## src/rtl/ata_pio_pkg.sv

```systemverilog
// Package: shared constants, state encoding and the nanosecond timing
// table of the PIO host sequencer. Assumes a clock period of at least
// 1 ns so every phase fits in PH_W bits.
package ata_pio_pkg;

    parameter int PIO_MODES = 5;
    parameter int PH_W      = 10;

    // One-hot so each strobe is a single flop gated by a stable direction bit.
    typedef enum logic [3:0] {
        ST_IDLE   = 4'b0001,
        ST_SETUP  = 4'b0010,
        ST_STROBE = 4'b0100,
        ST_POST   = 4'b1000
    } pio_state_e;

    function automatic int ns_to_clk(input int ns, input int clk_ns);
        return (ns + clk_ns - 1) / clk_ns;
    endfunction

    function automatic int cycle_ns(input int m);
        case (m)
            0: return 600; 1: return 383; 2: return 240; 3: return 180;
            default: return 120;
        endcase
    endfunction

    function automatic int setup_ns(input int m);
        case (m)
            0: return 70; 1: return 50; 2: return 30; 3: return 30;
            default: return 25;
        endcase
    endfunction

    function automatic int width_ns(input int m);
        case (m)
            0: return 165; 1: return 125; 2: return 100; 3: return 80;
            default: return 70;
        endcase
    endfunction

    function automatic int recov_ns(input int m);
        case (m)
            3: return 70; 4: return 25;
            default: return 0;
        endcase
    endfunction

    function automatic int whold_ns(input int m);
        case (m)
            0: return 30; 1: return 20; 2: return 15; 3: return 10;
            default: return 10;
        endcase
    endfunction

endpackage

```

## src/rtl/ata_pio_timing.sv

```systemverilog
// Module: converts a mode number into phase lengths in clocks.
// Assumes the mode register is stable for the whole access; out-of-range
// modes fall back to the slowest mode.
module ata_pio_timing
    import ata_pio_pkg::*;
#(
    parameter int CLK_NS = 10,
    parameter int MODE_W = 3
) (
    input  logic [MODE_W-1:0] mode,
    input  logic              is_write,
    output logic [PH_W-1:0]   setup,
    output logic [PH_W-1:0]   width,
    output logic [PH_W-1:0]   hold,
    output logic [PH_W-1:0]   recov,
    output logic [PH_W-1:0]   cycle
);

    logic [PH_W-1:0] setup_tbl [PIO_MODES];
    logic [PH_W-1:0] width_tbl [PIO_MODES];
    logic [PH_W-1:0] recov_tbl [PIO_MODES];
    logic [PH_W-1:0] cycle_tbl [PIO_MODES];
    logic [PH_W-1:0] whold_tbl [PIO_MODES];
    logic [MODE_W-1:0] idx;

    // Build the per-mode clock table at elaboration.
    for (genvar m = 0; m < PIO_MODES; m++) begin : g_mode
        assign setup_tbl[m] = PH_W'(ns_to_clk(setup_ns(m), CLK_NS));
        assign width_tbl[m] = PH_W'(ns_to_clk(width_ns(m), CLK_NS));
        assign recov_tbl[m] = PH_W'(ns_to_clk(recov_ns(m), CLK_NS));
        assign cycle_tbl[m] = PH_W'(ns_to_clk(cycle_ns(m), CLK_NS));
        assign whold_tbl[m] = PH_W'(ns_to_clk(whold_ns(m), CLK_NS));
    end

    // Clamp the mode and select; hold is at least one clock.
    always_comb begin
        idx   = (mode < MODE_W'(PIO_MODES)) ? mode : '0;
        setup = setup_tbl[idx];
        width = width_tbl[idx];
        recov = recov_tbl[idx];
        cycle = cycle_tbl[idx];
        hold  = PH_W'(1);
        if (is_write && whold_tbl[idx] > PH_W'(1)) hold = whold_tbl[idx];
    end

endmodule

```

## src/rtl/ata_pio_ready_wd.sv

```systemverilog
// Module: counts consecutive strobe clocks with the device ready line low
// and flags expiry on the LIMIT-th one. Assumes ready is synchronous.
module ata_pio_ready_wd #(
    parameter int LIMIT = 1024
) (
    input  logic clk,
    input  logic rst_n,
    input  logic active,
    input  logic ready,
    output logic expire
);

    localparam int CW = $clog2(LIMIT + 1);
    logic [CW-1:0] low_cnt;

    // Count low-ready strobe clocks; clear outside the strobe or on ready.
    always_ff @(posedge clk) begin
        if (!rst_n)                low_cnt <= '0;
        else if (!active || ready) low_cnt <= '0;
        else if (!expire)          low_cnt <= low_cnt + 1'b1;
    end

    assign expire = active && !ready && (low_cnt == CW'(LIMIT - 1));

endmodule

```

## src/rtl/ata_pio_host.sv

```systemverilog
// Module: host-side PIO access sequencer. Takes one request at a time and
// steps through setup, strobe (stretched by the ready line), hold and
// recovery. Assumes pio_ready is synchronous to clk and that the pad
// tristate is built outside from pio_dout / pio_dout_en.
module ata_pio_host
    import ata_pio_pkg::*;
#(
    parameter int CLK_NS   = 10,
    parameter int WD_LIMIT = 1024,
    parameter int DATA_W   = 16,
    parameter int NARROW_W = 8,
    parameter int ADDR_W   = 3,
    parameter int MODE_W   = 3
) (
    input  logic              clk,
    input  logic              rst_n,
    input  logic              req_valid,
    output logic              req_ready,
    input  logic              req_write,
    input  logic              req_wide,
    input  logic [ADDR_W-1:0] req_addr,
    input  logic              req_csel,
    input  logic [DATA_W-1:0] req_wdata,
    input  logic [MODE_W-1:0] req_mode,
    output logic              rsp_done,
    output logic              rsp_err,
    output logic [DATA_W-1:0] rsp_rdata,
    output logic [ADDR_W-1:0] pio_addr,
    output logic [1:0]        pio_cs_n,
    output logic              pio_rd_n,
    output logic              pio_wr_n,
    input  logic              pio_ready,
    output logic [DATA_W-1:0] pio_dout,
    output logic              pio_dout_en,
    input  logic [DATA_W-1:0] pio_din
);

    localparam int TOT_W = PH_W + $clog2(WD_LIMIT) + 1;

    pio_state_e        state_q;
    logic              wr_q, wide_q, csel_q, done_q, err_q;
    logic [ADDR_W-1:0] addr_q;
    logic [DATA_W-1:0] wdata_q, rdata_q;
    logic [MODE_W-1:0] mode_q;
    logic [PH_W-1:0]   ph_cnt, ph_inc;
    logic [TOT_W-1:0]  tot_cnt, tot_inc;
    logic [PH_W-1:0]   t_setup, t_width, t_hold, t_recov, t_cycle;
    logic              in_strobe, wd_expire, sel_on;
    logic              setup_end, width_met, post_end;

    // Keep only the low byte for 8-bit register transfers.
    function automatic logic [DATA_W-1:0] fit(input logic [DATA_W-1:0] v,
                                              input logic w);
        return w ? v : {{(DATA_W-NARROW_W){1'b0}}, v[NARROW_W-1:0]};
    endfunction

    ata_pio_timing #(.CLK_NS(CLK_NS), .MODE_W(MODE_W)) u_timing (
        .mode     (mode_q),
        .is_write (wr_q),
        .setup    (t_setup),
        .width    (t_width),
        .hold     (t_hold),
        .recov    (t_recov),
        .cycle    (t_cycle)
    );

    ata_pio_ready_wd #(.LIMIT(WD_LIMIT)) u_wd (
        .clk    (clk),
        .rst_n  (rst_n),
        .active (in_strobe),
        .ready  (pio_ready),
        .expire (wd_expire)
    );

    // Saturating counters and phase-end conditions.
    always_comb begin
        in_strobe = (state_q == ST_STROBE);
        ph_inc    = (ph_cnt == '1) ? ph_cnt : ph_cnt + 1'b1;
        tot_inc   = (tot_cnt == '1) ? tot_cnt : tot_cnt + 1'b1;
        setup_end = (ph_inc >= t_setup);
        width_met = (ph_inc >= t_width);
        post_end  = (ph_inc >= t_hold) && (ph_inc >= t_recov) &&
                    (tot_inc >= TOT_W'(t_cycle));
        sel_on    = (state_q == ST_SETUP) || in_strobe ||
                    ((state_q == ST_POST) && (ph_cnt < t_hold));
    end

    // Access sequencer: latch request, step phases, capture, complete.
    always_ff @(posedge clk) begin
        if (!rst_n) begin
            state_q <= ST_IDLE;
            wr_q    <= 1'b0;
            wide_q  <= 1'b0;
            csel_q  <= 1'b0;
            addr_q  <= '0;
            wdata_q <= '0;
            mode_q  <= '0;
            ph_cnt  <= '0;
            tot_cnt <= '0;
            done_q  <= 1'b0;
            err_q   <= 1'b0;
            rdata_q <= '0;
        end else begin
            done_q  <= 1'b0;
            tot_cnt <= (state_q == ST_IDLE) ? '0 : tot_inc;
            unique case (state_q)
                ST_IDLE: begin
                    if (req_valid) begin
                        state_q <= ST_SETUP;
                        wr_q    <= req_write;
                        wide_q  <= req_wide;
                        csel_q  <= req_csel;
                        addr_q  <= req_addr;
                        wdata_q <= fit(req_wdata, req_wide);
                        mode_q  <= req_mode;
                        ph_cnt  <= '0;
                    end
                end
                ST_SETUP: begin
                    if (setup_end) begin
                        state_q <= ST_STROBE;
                        ph_cnt  <= '0;
                    end else begin
                        ph_cnt  <= ph_inc;
                    end
                end
                ST_STROBE: begin
                    if (wd_expire || (width_met && pio_ready)) begin
                        state_q <= ST_POST;
                        ph_cnt  <= '0;
                        done_q  <= 1'b1;
                        err_q   <= wd_expire;
                        rdata_q <= fit(pio_din, wide_q);
                    end else begin
                        ph_cnt  <= ph_inc;
                    end
                end
                ST_POST: begin
                    if (post_end) state_q <= ST_IDLE;
                    else          ph_cnt  <= ph_inc;
                end
                default: state_q <= ST_IDLE;
            endcase
        end
    end

    // Bus and response outputs decoded from single state flops.
    always_comb begin
        req_ready   = (state_q == ST_IDLE);
        pio_rd_n    = !(in_strobe && !wr_q);
        pio_wr_n    = !(in_strobe && wr_q);
        pio_cs_n    = sel_on ? (csel_q ? 2'b01 : 2'b10) : 2'b11;
        pio_addr    = addr_q;
        pio_dout    = wdata_q;
        pio_dout_en = wr_q && sel_on;
        rsp_done    = done_q;
        rsp_err     = err_q;
        rsp_rdata   = rdata_q;
    end

endmodule

```

## config.mk

```make
export PLATFORM = sky130hd
export DESIGN_NAME = ata_pio_host
export DESIGN_NICKNAME = d
export VERILOG_FILES = /design/src/rtl/ata_pio_pkg.sv /design/src/rtl/ata_pio_timing.sv /design/src/rtl/ata_pio_ready_wd.sv /design/src/rtl/ata_pio_host.sv
export SDC_FILE = /design/constraint.sdc
export NUM_CORES = 1
export LEC_CHECK = 0
export ABC_AREA = 1
export BUFFER_PORTS_ARGS = -buffer_cell sky130_fd_sc_hd__buf_2
export CAP_MARGIN = 20
export CORE_ASPECT_RATIO = 0.8
export CORE_UTILIZATION = 50
export CTS_BUF_LIST = sky130_fd_sc_hd__clkbuf_4 sky130_fd_sc_hd__clkbuf_8 sky130_fd_sc_hd__clkbuf_16
export CTS_CLUSTER_SIZE = 20
export DETAILED_ROUTE_END_ITERATION = 8
export HOLD_SLACK_MARGIN = 0.02
export PLACE_DENSITY = 0.73
export SLEW_MARGIN = 20
export SYNTH_ARGS = -nofsm -noshare
export SYNTH_HDL_FRONTEND = slang
export SYNTH_SLANG_ARGS = --single-unit
```

## constraint.sdc

```tcl
create_clock -name clk -period 8.8 [get_ports clk]
set_input_delay 0.88 -clock clk [delete_from_list [all_inputs] [get_ports clk]]
set_output_delay 0.88 -clock clk [all_outputs]
set_load 0.02 [all_outputs]
```

; ---- Word-level counts from Yosys, hierarchy flattened
; Memory sizes are Yosys's and may differ from the RTL's.
; Index checks and enable logic that the tools add are counted.
[op_classes]
n_reduce_logical = 27
addsub = 3
order_cmp = 9
bitwise = 2
mux = 29
n_eq_ne = 12
[ops]
columns = op, n
row1 = 10-bit 2-to-1 mux, 16
row2 = 10-bit greater-or-equal comparator, 4
row3 = 10-bit one-hot mux with 4 select lines, 1
row4 = 16-bit 2-to-1 mux, 2
row5 = "21-bit by 1-bit adder with 21-bit output, second input constant", 1
row6 = "21-bit == test, second input constant", 1
row7 = 21-bit by 10-bit greater-or-equal comparator with 1-bit output, 1
row8 = 21-bit 2-to-1 mux, 1
row9 = 4-bit 2-to-1 mux, 4
row10 = 4-bit one-hot mux with 4 select lines, 1
row11 = "11-bit by 1-bit adder with 11-bit output, second input constant", 1
row12 = "11-bit by 10-bit == test with 1-bit output, second input constant", 1
row13 = "10-bit by 1-bit adder with 10-bit output, second input constant", 1
row14 = "10-bit == test, second input constant", 1
row15 = "10-bit by 1-bit > comparator with 1-bit output, second input constant", 1
row16 = 1-bit logical AND, 10
row17 = 10-bit < comparator, 1
row18 = "2-bit inequality test, second input constant", 4
row19 = 2-bit AND reduction, 3
row20 = 1-bit zero test, 5
row21 = "4-bit by 1-bit == test with 1-bit output, second input constant", 1
row22 = "4-bit by 2-bit == test with 1-bit output, second input constant", 1
row23 = "4-bit by 3-bit == test with 1-bit output, second input constant", 1
row24 = "4-bit == test, second input constant", 1
row25 = other kinds (13), 18
[totals]
elab_cells = 100
regBits = 89
mem_bits_ro = 400
n_memories = 5
out_inout_bits = 43
[mem_list]
columns = memory, depth, word_bits, read_ports, rd_clocked_by_memory_dff, wr, line_no
row1 = (no name shown), 8, 10, 1, 0, 0, ata_pio_timing.sv:38  ; setup = setup_tbl[idx];
row2 = (no name shown), 8, 10, 1, 0, 0, ata_pio_timing.sv:39  ; width = width_tbl[idx];
row3 = (no name shown), 8, 10, 1, 0, 0, ata_pio_timing.sv:40  ; recov = recov_tbl[idx];
row4 = (no name shown), 8, 10, 1, 0, 0, ata_pio_timing.sv:43  ; if (is_write && whold_tbl[idx] > PH_W'(1)) hold = whold_tbl[idx];
row5 = (no name shown), 8, 10, 1, 0, 0, ata_pio_timing.sv:41  ; cycle = cycle_tbl[idx];

; ---- Logic depth before layout (Yosys ltp)
[depth]
depth_word = 14
mapped_depth = 25
ltp_nobuf = 24

; ---- Cells and area by module
; Synthesis repeated with hierarchy kept, for this count alone.
[hier_totals]
hier_cells = 946
area_unflattened_um2 = 6392.4
[modules_own_cells]
columns = mod, area_each_um2, n_inst, cells_per_inst
row1 = ata_pio_host, 5281.3, 1, 785
row2 = ata_pio_ready_wd, 621.8, 1, 89
row3 = ata_pio_timing, 489.2, 1, 72

; ---- Least setup slack after synthesis
; No wires, ideal clock.
[synth_timing]
path_type = register to output
start = register mode_q[0]
end = output pio_dout_en
path_slack_ps = 5554
arrival_time_ps = 2366
required_ps = 7920
path_stages_with_launch = 11
cell_sequence = dfxtp_1 nor2_1 o21ai_0 inv_1 ha_1 nor2_1 nand2_1 ha_1 a211o_1 o21a_1 nor2_1
[synth_via]
elab_chain_cells = 13
[synth_lines]
columns = element, line_no
row1 = start: declaration, ata_pio_host.sv:44  ; logic [MODE_W-1:0] mode_q;
row2 = start signal: assignment, ata_pio_host.sv:115  ; mode_q <= req_mode;
row3 = 3-bit < comparator, ata_pio_timing.sv:37  ; idx = (mode < MODE_W'(PIO_MODES)) ? mode : '0;
row4 = 3-bit 2-to-1 mux (*), ata_pio_timing.sv:37
row5 = 3-bit NOT with 4-bit output (implied by the code) (*), ata_pio_timing.sv:43
row6 = memory read 8 x 10 bit (*), -
row7 = 10-bit 2-to-1 mux (implied by the code) (*) (2 in a row), ata_pio_timing.sv:43
row8 = 10-bit by 1-bit > comparator with 1-bit output, ata_pio_timing.sv:43
row9 = 1-bit logical AND, ata_pio_timing.sv:43
row10 = 10-bit 2-to-1 mux (*), ata_pio_timing.sv:43
row11 = 10-bit < comparator (*), ata_pio_host.sv:85  ; ((state_q == ST_POST) && (ph_cnt < t_hold));
row12 = 1-bit logical AND (*), ata_pio_host.sv:85
row13 = 1-bit logical OR (*), ata_pio_host.sv:84  ; sel_on = (state_q == ST_SETUP) || in_strobe ||
row14 = 1-bit logical AND (*), ata_pio_host.sv:155  ; pio_dout_en = wr_q && sel_on;
row15 = end: declaration, ata_pio_host.sv:34  ; output logic pio_dout_en,
; Every way passes the cells marked *; elsewhere a longest branch is shown, timed or not. The select of a mux whose other input is x is not followed.

; ---- Worst setup path in the final report
[layout_timing]
start = register mode_q[0]
end = output pio_cs_n[0]
[layout_via]
elab_chain_cells = 13
[layout_lines]
columns = element, line_no
row1 = 3-bit < comparator, ata_pio_timing.sv:37
row2 = 3-bit 2-to-1 mux (*), ata_pio_timing.sv:37
row3 = 3-bit NOT with 4-bit output (implied by the code) (*), ata_pio_timing.sv:43
row4 = memory read 8 x 10 bit (*), -
row5 = 10-bit 2-to-1 mux (implied by the code) (*) (2 in a row), ata_pio_timing.sv:43
row6 = 10-bit by 1-bit > comparator with 1-bit output, ata_pio_timing.sv:43
row7 = 1-bit logical AND, ata_pio_timing.sv:43
row8 = 10-bit 2-to-1 mux (*), ata_pio_timing.sv:43
row9 = 10-bit < comparator (*), ata_pio_host.sv:85
row10 = 1-bit logical AND (*), ata_pio_host.sv:85
row11 = 1-bit logical OR (*), ata_pio_host.sv:84
row12 = 2-bit 2-to-1 mux (*), ata_pio_host.sv:152  ; pio_cs_n = sel_on ? (csel_q ? 2'b01 : 2'b10) : 2'b11;
row13 = end: declaration, ata_pio_host.sv:29  ; output logic [1:0] pio_cs_n,
; Marks and branches as above.

==> impl_metrics.tcl <==
set metrics [dict create \
    design_area_um2 5884 \
    synth.net_count 816 \
    max_stage_delay_ns 0.45 \
    hold_depth 2 \
    final-hold-violation-count 0 \
    post-synth-top-count-cell "nand2_1" \
    wl_mm 12.10 \
    grt_use_total_pct 24.58 \
    gr-usage-met3_pct 7.535 \
    clockRootBuffer "clkbuf_16" \
    clk_pin_slew_ns 0.07 \
    postSynth.asyncResetShare_pct 0 \
    num_io_pins 88 \
    num_antenna_cells 0 \
    yosys-top-cells-count "nand2_1 (184), nor2_1 (111), dfxtp_1 (89), inv_1 (87), nand3_1 (50)" \
    ys_warn_count 0 \
    h-tree-depth 3 \
    dpl.hpwl_mm 9.000 \
    period_share_pct 45.39 \
    io_buffers 87 \
    r2r_start "tot_cnt[0]" \
    grt_pass1_vias 4701 \
    synth_top_area_share_pct 35.17 \
    die_w_um 114.5 \
    core_area_um2 9729 \
    worst-r2r-setup-slack_ns 4.96 \
    rr_endpoint "ph_cnt[2]" \
    path_cells "nor2_1 -> o21ai_0 -> inv_1 -> ha_1 -> nor2_1 -> nand2_1 -> ha_1 -> a211o_1 -> o21a_1 -> inv_1 -> nand2_1 -> buf_2" \
    whs_ns 0.4601 \
    rsz0062_at_grt "false" \
    power_density_nw_per_um2 245.8 \
    met1_usage_pct 32.20 \
    cts.sinks 89 \
    cts_hold_buffers 0 \
    crit_path_top_delay_cell "o21ai_0" \
    synth.area.mux_share_pct 0 \
    synth-compound-area-share_pct 9.434 \
    vias_per_cell 5.082 \
    yosys.area_share.adder_pct 6.915 \
    synthCells 743 \
    area_growth_syn_to_layout_pct 16.15 \
    synthSimpleGateAreaFrac_pct 36.58 \
    synth-xor-area-share_pct 3.260 \
    drcViolationCount 0 \
    slew_headroom_pct 33.76 \
    route.detailed.wl_per_inst_um 12.58 \
    grt_busiest_layer "met2" \
    crit_type "reg -> out" \
    max_cap_violations 0 \
    ant_nets 0 \
    synth_top_family_by_area "simple AND/OR/NAND/NOR gates" \
    cts_resized 0 \
    worst-path-max-fanout 5 \
    max_freq_ghz 0.2503 \
    post-place-ws_ns 4.971 \
    place_area_um2 5568 \
    ys.flop_type "dfxtp_1" \
    tightestPinTransition_ns 0.9911 \
    grt_start_max_net_pins 37 \
    gp_congestion 0.9275 \
    syn_area_per_cell_um2 6.818 \
    antenna_found_initial 0 \
    die_y_um 92.03 \
    reg2reg_depth 24 \
    num_vias 4889 \
    worstHoldStart "pio_addr[2]" \
    total_power_mw 1.447 \
    cts_tree "done" \
    clockBufferDepth 2 \
    setup_viol 0 \
    synth_top_area_cell "dfxtp_1" \
    post_cts.repair.setup_buffers 0 \
    setup-tns-final_ns 0 \
    seq_area_frac_synth_pct 35.17 \
    setup_ws_ns 4.806 \
    synth_edf_count 0 \
    cts_buffers 9 \
    clock_latency_ns 0.34 \
    fill_cells 887 \
    grt_pass1_wl_mm 20.94 \
    synth_area_leaders "dfxtp_1 (35%), nand2_1 (14%), nor2_1 (8.2%), ha_1 (6.9%), inv_1 (6.4%)" \
    initial_core_util_pct 52.07 \
    grt_util_met2_pct 39.80 \
    cp.arrival_ns 3.11 \
    critPathCaptureType "output port" \
    nets 894 \
    ys_types 36 \
    drive_above_1_share_pct 16.83 \
    drv_slew 0 \
    total_leakage_power_nw 2.943 \
    vdd_drop_max_mv 0.1630 \
    drtIter0Drc 261 \
    min_path_type "reg -> reg" \
    dieArea_um2 10540 \
    worst_setup_path_start_kind "flop" \
    period_minus_slack_ns 3.994 \
    grt_overflow 0 \
    row_count 32 \
    fin_skew_ns 0.008227 \
    synth_seq_cells 89 \
    hold_end "pio_addr[2]" \
    synth_area_um2 5066 \
    first_pass_iters 7 \
    cp.required_ns 7.92 \
    status "complete, no violations" \
]
registers in the layout, summed over array words and instances (netlist names), 3 cells and up:
register      flops
tot_cnt          21
pio_dout         16
rsp_rdata        16
u_wd.low_cnt     11
ph_cnt           10
state_q           4
mode_q            3
pio_addr          3
worst max-delay path: cells and delay by family (launching register included):
| family | cells | cell delay [ns] |
|---|---|---|
| and+or+nand+nor | 4 | 0.51 |
| DFF | 1 | 0.37 |
| buffers and inverters | 3 | 0.42 |
| AOI/OAI and AO/OA | 3 | 0.94 |
| adders and majority gates | 2 | 0.53 |
kinds of logic (layout without fill, tap and decap cells):
| logic type | Yosys count | after routing |
|---|---|---|
| and+or+nand+nor | 407 | 407 |
| buffers and inverters | 109 | 192 |
| AOI/OAI and AO/OA | 92 | 92 |
| DFF | 89 | 89 |
| adders and majority gates | 28 | 28 |
| xor gates and xnor gates | 18 | 18 |
per-layer routing:
layer  up-vias  share of wire [%]
li1       2515                  -
met1      2219                 48
met2       144                 45
met3        11                6.9
met4         0               0.81
met5         -                  0
cells in the final DEF (no fill, tap or decap):
cell type,synthesis,routed
a211o_1,1,1
a21oi_1,45,45
a31oi_1,9,9
and2_1,4,4
and3_1,1,1
buf_2,2,87
bufinv_16,0,1
clkbuf_16,0,9
clkinvlp_4,0,1
dfxtp_1,89,89
ha_1,28,28
inv_1,87,87
inv_2,2,2
inv_6,0,1
inv_8,0,4
nand2_1,184,184
nand2_2,7,7
nand2_4,5,5
nand3_1,50,50
nand3_2,5,5
nand3_4,2,2
nand3b_1,6,6
nand4_1,9,9
nor2_1,111,111
nor2_2,5,5
nor2_4,1,1
nor2_8,2,2
nor3_1,7,7
nor3_4,1,1
nor4_1,2,2
o21a_1,1,1
o21ai_0,27,27
o21ai_1,9,9
or2_2,5,5
xnor2_1,8,8
xor2_1,9,9
xor2_2,1,1
how the worst max path moves through the flow:
stage                     from          end  slack (ns)  cells past startpoint
detailed placement  tot_cnt[0]    ph_cnt[1]        4.97                     23
global route         mode_q[0]  pio_dout_en        4.53                     11
CTS                  mode_q[0]  pio_cs_n[0]        4.79                     12
global placement    tot_cnt[0]    ph_cnt[8]        5.23                     24
floorplan            mode_q[0]  pio_dout_en        5.55                     10
finish               mode_q[0]  pio_cs_n[0]        4.81                     12
area by class of cell:
class	instances	area, um2	share of cell area, %
Multi-Input combinational cell	545	2846	48.37
Sequential cell	89	1782	30.28
Timing Repair Buffer	87	435.4	7.400
Inverter	89	334.1	5.677
Clock buffer	9	225.2	3.827
Tap cell	136	170.2	2.892
Clock inverter	7	91.34	1.552
power by group:
part	leakage [nW]	switching, mW	internal [mW]	total [mW]
clock network	0.154	0.180	0.229	0.409
logic	2.07	0.351	0.184	0.535
registers	0.722	0.0494	0.453	0.502
total	2.94	0.581	0.866	1.45
through the flow:
stage | util (%) | instances
2_1_floorplan | - | 743
6_report | 60.48 | 962
3_3_place_gp | 57.23 | 946
5_1_grt | 60.48 | 962
3_5_place_dp | 57.23 | 946
4_1_cts | 60.48 | 962
No activity file was read; power rests on OpenSTA's default activity.
